**src/rtl/vaseg_pkg.sv**
```systemverilog
// Shared types for the virtual address segment decoder.
// Assumes a 2-bit fault code and a 2-bit permission field.
package vaseg_pkg;

    // Segment class chosen for one address
    typedef enum logic [2:0] {
        SEG_LOW_MAPPED   = 3'd0,
        SEG_LOW_IDENT    = 3'd1,
        SEG_KWIN_CACHED  = 3'd2,
        SEG_KWIN_UNCACH  = 3'd3,
        SEG_HIGH_MAPPED  = 3'd4,
        SEG_ADDR_ERR     = 3'd5
    } seg_e;

    // Translation fault code, passed through from the TLB
    typedef enum logic [1:0] {
        FLT_NONE    = 2'd0,
        FLT_MISS    = 2'd1,
        FLT_INVALID = 2'd2,
        FLT_CLEAN   = 2'd3
    } fault_e;

    localparam logic [1:0] PERM_RW   = 2'b11;
    localparam logic [1:0] PERM_NONE = 2'b00;

endpackage

```
**src/rtl/vaseg_classify.sv**
```systemverilog
// Classifies a virtual address into a segment.
// Assumes the segment is decided by the top three address bits only.
module vaseg_classify
    import vaseg_pkg::*;
#(
    parameter int VA_W = 32
) (
    input  logic [VA_W-1:0] vaddr,
    input  logic            user_mode,
    input  logic            err_level,
    output seg_e            seg
);
    localparam int TOP = VA_W - 1;

    // Segment decision: privilege check first, then address range
    always_comb begin
        if (user_mode && vaddr[TOP]) begin
            seg = SEG_ADDR_ERR;
        end else if (!vaddr[TOP]) begin
            seg = err_level ? SEG_LOW_IDENT : SEG_LOW_MAPPED;
        end else begin
            case (vaddr[TOP-1:TOP-2])
                2'b00:   seg = SEG_KWIN_CACHED;
                2'b01:   seg = SEG_KWIN_UNCACH;
                default: seg = SEG_HIGH_MAPPED;
            endcase
        end
    end

    // Consistency of the class with the address bit it came from
    always_comb begin
        AST_SEG_HALF: assert (seg == SEG_ADDR_ERR || (seg == SEG_LOW_MAPPED || seg == SEG_LOW_IDENT) == !vaddr[TOP])
            else $error("segment class disagrees with address half");
    end
endmodule

```
**src/rtl/vaseg_window.sv**
```systemverilog
// Forms the physical address for the unmapped segments.
// Assumes both kernel windows are aligned to their own size, so
// subtracting the base equals clearing the selecting bits.
module vaseg_window
    import vaseg_pkg::*;
#(
    parameter int VA_W     = 32,
    parameter int SEL_BITS = 3
) (
    input  logic [VA_W-1:0] vaddr,
    input  seg_e            seg,
    output logic [VA_W-1:0] paddr
);
    localparam int OFF_W = VA_W - SEL_BITS;
    localparam logic [VA_W-1:0] BASE_CACHED = {3'b100, {OFF_W{1'b0}}};
    localparam logic [VA_W-1:0] BASE_UNCACH = {3'b101, {OFF_W{1'b0}}};

    logic [VA_W-1:0] base;

    // Pick the base that the current segment removes
    always_comb begin
        case (seg)
            SEG_KWIN_CACHED: base = BASE_CACHED;
            SEG_KWIN_UNCACH: base = BASE_UNCACH;
            default:         base = '0;
        endcase
    end

    // Unmapped physical address: address with window base removed
    assign paddr = vaddr - base;

    // A window result never reaches above the window size
    always_comb begin
        AST_WIN_RANGE: assert (!(seg == SEG_KWIN_CACHED || seg == SEG_KWIN_UNCACH) || paddr[VA_W-1:OFF_W] == '0)
            else $error("window address exceeds window size");
    end
endmodule

```
**src/rtl/vaseg_merge.sv**
```systemverilog
// Chooses between the unmapped result, the TLB answer and the
// address error for each output field.
// Assumes the address error outranks every TLB result.
module vaseg_merge
    import vaseg_pkg::*;
#(
    parameter int PA_W = 32
) (
    input  seg_e            seg,
    input  logic [PA_W-1:0] win_paddr,
    input  logic [PA_W-1:0] tlb_paddr,
    input  logic [1:0]      tlb_fault,
    input  logic [1:0]      tlb_perm,
    input  logic            tlb_cached,
    output logic            mapped,
    output logic            addr_err,
    output logic [PA_W-1:0] paddr,
    output logic [1:0]      perm,
    output logic [1:0]      fault,
    output logic            cached
);
    // Output selection per segment class
    always_comb begin
        mapped   = 1'b0;
        addr_err = 1'b0;
        paddr    = '0;
        perm     = PERM_NONE;
        fault    = FLT_NONE;
        cached   = 1'b0;
        case (seg)
            SEG_ADDR_ERR: addr_err = 1'b1;
            SEG_LOW_IDENT, SEG_KWIN_UNCACH: begin
                paddr = win_paddr;
                perm  = PERM_RW;
            end
            SEG_KWIN_CACHED: begin
                paddr  = win_paddr;
                perm   = PERM_RW;
                cached = 1'b1;
            end
            default: begin
                mapped = 1'b1;
                fault  = tlb_fault;
                if (tlb_fault == FLT_NONE) begin
                    paddr  = tlb_paddr;
                    perm   = tlb_perm;
                    cached = tlb_cached;
                end
            end
        endcase
    end
endmodule

```
**src/rtl/vaseg_decoder.sv**
```systemverilog
// Top of the virtual address segment decoder. Purely combinational:
// classify, form the unmapped address, merge with the TLB answer.
// Assumes the caller registers inputs and outputs as its pipe needs.
module vaseg_decoder
    import vaseg_pkg::*;
#(
    parameter int VA_W = 32
) (
    input  logic [VA_W-1:0] vaddr_i,
    input  logic            user_mode_i,
    input  logic            err_level_i,
    input  logic [VA_W-1:0] tlb_paddr_i,
    input  logic [1:0]      tlb_fault_i,
    input  logic [1:0]      tlb_perm_i,
    input  logic            tlb_cached_i,
    output logic            tlb_req_o,
    output logic [VA_W-1:0] tlb_vaddr_o,
    output logic [VA_W-1:0] paddr_o,
    output logic [1:0]      perm_o,
    output logic [1:0]      fault_o,
    output logic            cached_o,
    output logic            addr_err_o
);
    localparam int TOP = VA_W - 1;

    seg_e            seg;
    logic [VA_W-1:0] win_paddr;

    vaseg_classify #(.VA_W(VA_W)) u_classify (
        .vaddr     (vaddr_i),
        .user_mode (user_mode_i),
        .err_level (err_level_i),
        .seg       (seg)
    );

    vaseg_window #(.VA_W(VA_W), .SEL_BITS(3)) u_window (
        .vaddr (vaddr_i),
        .seg   (seg),
        .paddr (win_paddr)
    );

    vaseg_merge #(.PA_W(VA_W)) u_merge (
        .seg        (seg),
        .win_paddr  (win_paddr),
        .tlb_paddr  (tlb_paddr_i),
        .tlb_fault  (tlb_fault_i),
        .tlb_perm   (tlb_perm_i),
        .tlb_cached (tlb_cached_i),
        .mapped     (tlb_req_o),
        .addr_err   (addr_err_o),
        .paddr      (paddr_o),
        .perm       (perm_o),
        .fault      (fault_o),
        .cached     (cached_o)
    );

    // Lookup port always carries the incoming address
    assign tlb_vaddr_o = vaddr_i;

    // Port-level rules across the three submodules
    always_comb begin
        AST_USER_HIGH_ERR: assert (!(user_mode_i && vaddr_i[TOP]) || (addr_err_o && !tlb_req_o))
            else $error("user access to upper half not flagged");
        AST_ERR_QUIET: assert (!addr_err_o || (paddr_o == '0 && perm_o == 2'b00 && fault_o == 2'b00 && !cached_o))
            else $error("address error leaks a result");
        AST_IDENT_PASS: assert (!(!vaddr_i[TOP] && err_level_i) || (paddr_o == vaddr_i && !tlb_req_o))
            else $error("error-level bypass not identity");
        AST_UNMAPPED_RW: assert (tlb_req_o || addr_err_o || (perm_o == 2'b11 && fault_o == 2'b00))
            else $error("unmapped access lacks full permission");
        AST_FAULT_PASS: assert (!tlb_req_o || fault_o == tlb_fault_i)
            else $error("fault code altered");
        AST_FAULT_BLANK: assert (fault_o == 2'b00 || (paddr_o == '0 && perm_o == 2'b00))
            else $error("faulted access carries an address");
    end
endmodule

```
**config.mk**
```make
export PLATFORM = sky130hd
export DESIGN_NAME = vaseg_decoder
export DESIGN_NICKNAME = d
export VERILOG_FILES = /design/src/rtl/vaseg_pkg.sv /design/src/rtl/vaseg_classify.sv /design/src/rtl/vaseg_window.sv /design/src/rtl/vaseg_merge.sv /design/src/rtl/vaseg_decoder.sv
export SDC_FILE = /design/constraint.sdc
export NUM_CORES = 1
export LEC_CHECK = 0
export ABC_AREA = 1
export ABC_CLOCK_PERIOD_IN_PS = 2000
export BUFFER_PORTS_ARGS = -buffer_cell sky130_fd_sc_hd__clkbuf_2
export CORE_ASPECT_RATIO = 0.7
export CORE_MARGIN = 2
export CORE_UTILIZATION = 36
export DETAILED_ROUTE_END_ITERATION = 16
export PLACE_DENSITY = 0.84
export SETUP_SLACK_MARGIN = 0.05
export SLEW_MARGIN = 20
export SYNTH_ARGS = -nofsm -noshare
export SYNTH_HDL_FRONTEND = slang
export SYNTH_SLANG_ARGS = --single-unit
```
**constraint.sdc**
```tcl
create_clock -name vclk -period 2
set_input_delay 0.3 -clock vclk [all_inputs]
set_output_delay 0.3 -clock vclk [all_outputs]
set_load 0.02 [all_outputs]
```
**Word level (Yosys, flattened, before mapping)**

Index checks and enable logic that the tools add are counted.

- Flip-flop bits (word level): 0
- Latch bits: 0
- RAM bits: 0
- ROM bits: 0
- Input port bits: 71
- Memories: 0

- Add/subtract/negate cells: 1
- Multipliers: 0
- Divide/modulo/power cells: 0
- Magnitude comparators: 0
- Eq/ne operators: 5
- Shifts and indexed selects: 0
- Muxes and demuxes: 14
- Bitwise operators: 0
- Reduce and logical (&&, ||, !) cells: 6

Operator list:

| kind | count |
|---|---|
| $pmux 32 s2 | 2 |
| $mux 32 | 1 |
| $sub 32x32->32 | 1 |
| $eq 3x2->1 const B | 2 |
| $mux 3 | 2 |
| $pmux 3 s2 | 1 |
| $reduce_or 3->1 | 2 |
| $logic_not 2->1 | 2 |
| $mux 1 | 4 |
| $mux 2 | 2 |
| $pmux 2 s2 | 1 |
| $reduce_or 4->1 | 1 |
| $eq 3x1->1 const B | 1 |
| $eq 3x3->1 const B | 1 |
| $eq 2x1->1 const B | 1 |
| $pmux 1 s2 | 1 |
| $logic_and 1x1->1 | 1 |

**Logic depth before layout (Yosys ltp)**

- Depth in word-level cells: 8
- Depth in mapped cells: 10
- Mapped depth without buffers: 9

**By module**

A second synthesis with hierarchy kept.

- Cells, all modules: 285
- Area, all modules: 1,390.1 µm²

By module, submodules not included:

| module | instances | cells each | area an instance (µm²) | sequential area each (µm²) |
|---|---|---|---|---|
| vaseg_merge | 1 | 195 | 789.5 | 0.0 |
| vaseg_window | 1 | 50 | 316.6 | 0.0 |
| vaseg_decoder | 1 | 32 | 240.2 | 0.0 |
| vaseg_classify | 1 | 8 | 43.8 | 0.0 |

**Least setup slack after synthesis**

Ideal clock, no wire load.

- Path kind: in2out
- From: in user_mode_i
- To: out paddr_o[30]
- Arrival time: 1,597 ps
- Path slack: 103 ps
- Stages: 10
- Path buffers: 1
- Path through: nand2_2 > inv_2 > nor2_4 > buf_4 > a21oi_1 > ha_1 > ha_1 > inv_1 > nand2_1 > nand2_1

- Longest elaborated chain between the ends: 6
- Elaborated cells between the ends (all ways): 10
- Classes of those cells: add/sub: 1; eq/ne: 4; mux: 3; reduce/logical: 2

RTL lines:

| element | RTL line | source |
|---|---|---|
| start: declaration | vaseg_decoder.sv:10 | `input logic user_mode_i,` |
| $logic_and 1x1->1 * | vaseg_classify.sv:17 | `if (user_mode && vaddr[TOP]) begin` |
| $mux 3 * | vaseg_classify.sv:17 |  |
| $eq 3x2->1 | vaseg_window.sv:22, vaseg_merge.sv:30 |  |
| $pmux 32 s2 | vaseg_window.sv:22 | `case (seg)` |
| $sub 32x32->32 | vaseg_window.sv:30 | `assign paddr = vaddr - base;` |
| $pmux 32 s2 * | vaseg_merge.sv:30 | `case (seg)` |
| end: declaration | vaseg_decoder.sv:18 | `output logic [VA_W-1:0] paddr_o,` |

Mark *: on every way between the ends. The rest lies on a longest branch, timed or not.

**Final worst setup path**

- From: in vaddr_i[31]
- To: out paddr_o[30]

- Longest elaborated chain between the ends: 6
- Elaborated cells between the ends (all ways): 11
- Classes of those cells: add/sub: 1; eq/ne: 4; mux: 4; reduce/logical: 2

RTL lines:

| element | RTL line | source |
|---|---|---|
| start: declaration | vaseg_decoder.sv:9 | `input logic [VA_W-1:0] vaddr_i,` |
| $mux 3 or $logic_and 1x1->1 (tied branches) | vaseg_classify.sv:19, vaseg_classify.sv:17 |  |
| $mux 3 * | vaseg_classify.sv:17 |  |
| $eq 3x2->1 | vaseg_window.sv:22, vaseg_merge.sv:30 |  |
| $pmux 32 s2 | vaseg_window.sv:22 |  |
| $sub 32x32->32 | vaseg_window.sv:30 |  |
| $pmux 32 s2 * | vaseg_merge.sv:30 |  |

Marked as above.

==> flow_summary.ini <==
[synthesis]
netlist_instances = 242
synth_area_um2 = 1310
yosys-top-cells-area = buf_4 (21%), nand2_1 (20%), nand3_2 (20%)
synth_top_cell_area_share = 0.213
synth_area_per_cell_um2 = 5.40
synth_seq_area_share = 0
yosysWarnings = 0
synth.distinct_cells = 17
synth.largest_area_cell = buf_4
synth_nets = 315

[layout]
fillers = 353
synthToLayoutAreaGrowth_pct = 37.5
nClkBuffers = 0
drive_gt1_frac = 0.527
seq_cells = 0
stdcell_count = 397
diodes = 0
nets = 422
seq_area_um2 = 0
design_area_um2 = 1800
multi_input_area_um2 = 787

[die]
rows = 18
fp.dieW_um = 76.0
die_height_um = 54.4
die_area_um2 = 4130
start_util = 0.374
io_pins = 142
core-area_um2 = 3490

[worst_setup_path]
crit_type = input port to output pin
cp_slowest_stage_delay_ns = 0.27
worst-path-max-fanout = 5
cp-start-kind = input port
endpoint_kind = output pin
slowest_stage = ha_1
required_ns = 1.70
arrival_ns = 1.54
path_delay_family = adder cells
path_cells = clkbuf_2 -> nand2_2 -> inv_2 -> nor2_4 -> a21oi_1 -> ha_1 -> ha_1 -> inv_1 -> nand2_1 -> nand2_1 -> buf_4
path_buf_inv = 4

[drt]
vias = 1652
wl_per_cell_um = 8.47
drt_iter0_markers = 37
drtAntennaViolNets = 0
vias_per_cell = 4.16
drt-total-wl_um = 3360
drcViolationCount = 0
drtPass1Iterations = 4

[sta]
max_freq_ghz = 0.544
slew_headroom = 0.816
finalSetupViolCount = 0
rsz0062_at_grt = false
min_period_ns = 1.84
fin_crit_sh = 0.918
hold_viol = 0
tns_ns = 0
slew_violations = 0
worst_pin_slew_ns = 0.276

[power]
cellLeakagePower_uw = 0.00130
ir_drop_v = 0.000154
p_total_uw = 483
power_density_nw_per_um2 = 269

[global_route]
grtUsageTotal = 0.153
grt_pass1_vias = 1317
grt_overflow = 0
antenna_found_initial = 0
grt_pass1_wl_um = 5480
grt_max_degree = 20

[placed_design]
dp_cells = 397
place_area_um2 = 1790
port_buffers = 142
place.gp.congestion = 0.716
dp_hpwl_um = 2910

[clock_tree]
post_cts_resized = 0
post_cts_buffers = 0
hold_buffers = 0

[status]
outcome = finished clean

[job]
drv_cap = 0

[hold_path]
hp-class = input port to output pin
where the power goes:
part           leakage [uW]  internal (uW)  switching [uW]  total (uW)
Clock                     0              0               0           0
Sequential                0              0               0           0
Combinational       0.00130            175             308         483
Total               0.00130            175             308         483
synth_stat cells, types with 2 or more instances:
cell,n
buf_2,2
buf_4,37
buf_8,2
clkbuf_1,2
ha_1,2
inv_1,44
inv_2,2
nand2_1,70
nand2_2,2
nand3_1,11
nand3_2,26
nor2_1,37
cell usage in the layout (no fill, tap or decap):
cell type / netlist / layout
buf_4: 37 / 9
nor2_4: 1 / 2
ha_1: 2 / 2
nand3_2: 26 / 27
nand3_1: 11 / 10
inv_1: 44 / 44
nor2_1: 37 / 37
a21oi_1: 1 / 1
inv_2: 2 / 2
nand2_1: 70 / 70
clkbuf_2: 0 / 141
nand2_2: 2 / 2
layout make-up:
class                      count  share of cell area
inverter                      46              0.0962
multi-input combinational    151               0.438
tap                           50              0.0348
timing repair buffer         150               0.431
cell families (layout without fill, tap and decap cells):
kind of cell,count (synthesis),count (layout),synth area share
simple gates,148,148,0.572
fa+ha+maj,2,2,0.0192
compound gates,1,1,0.00383
buf+inv,91,196,0.405
worst paths after layout:
check | start | endpoint | cells after the start
worst max-delay path | vaddr_i[31] | paddr_o[30] | 11
worst min-delay path | vaddr_i[16] | tlb_vaddr_o[16] | 2
layer usage:
metal	GRT usage	wire (um)
met2	0.318	1630
met4	0	0
met1	0.184	1380
met5	0	0
met3	0.0198	347
stage by stage:
step | hold WS, ns | utilization | setup WS (ns)
finish | 0.830 | 0.514 | 0.163
floorplan | 0.713 | - | 0.103
global placement | 0.830 | 0.512 | 0.195
CTS | 0.831 | 0.512 | 0.145
detailed placement | 0.830 | 0.512 | 0.147
global route | 0.834 | 0.514 | 0.0646
Power figures use the tool's default switching activity.
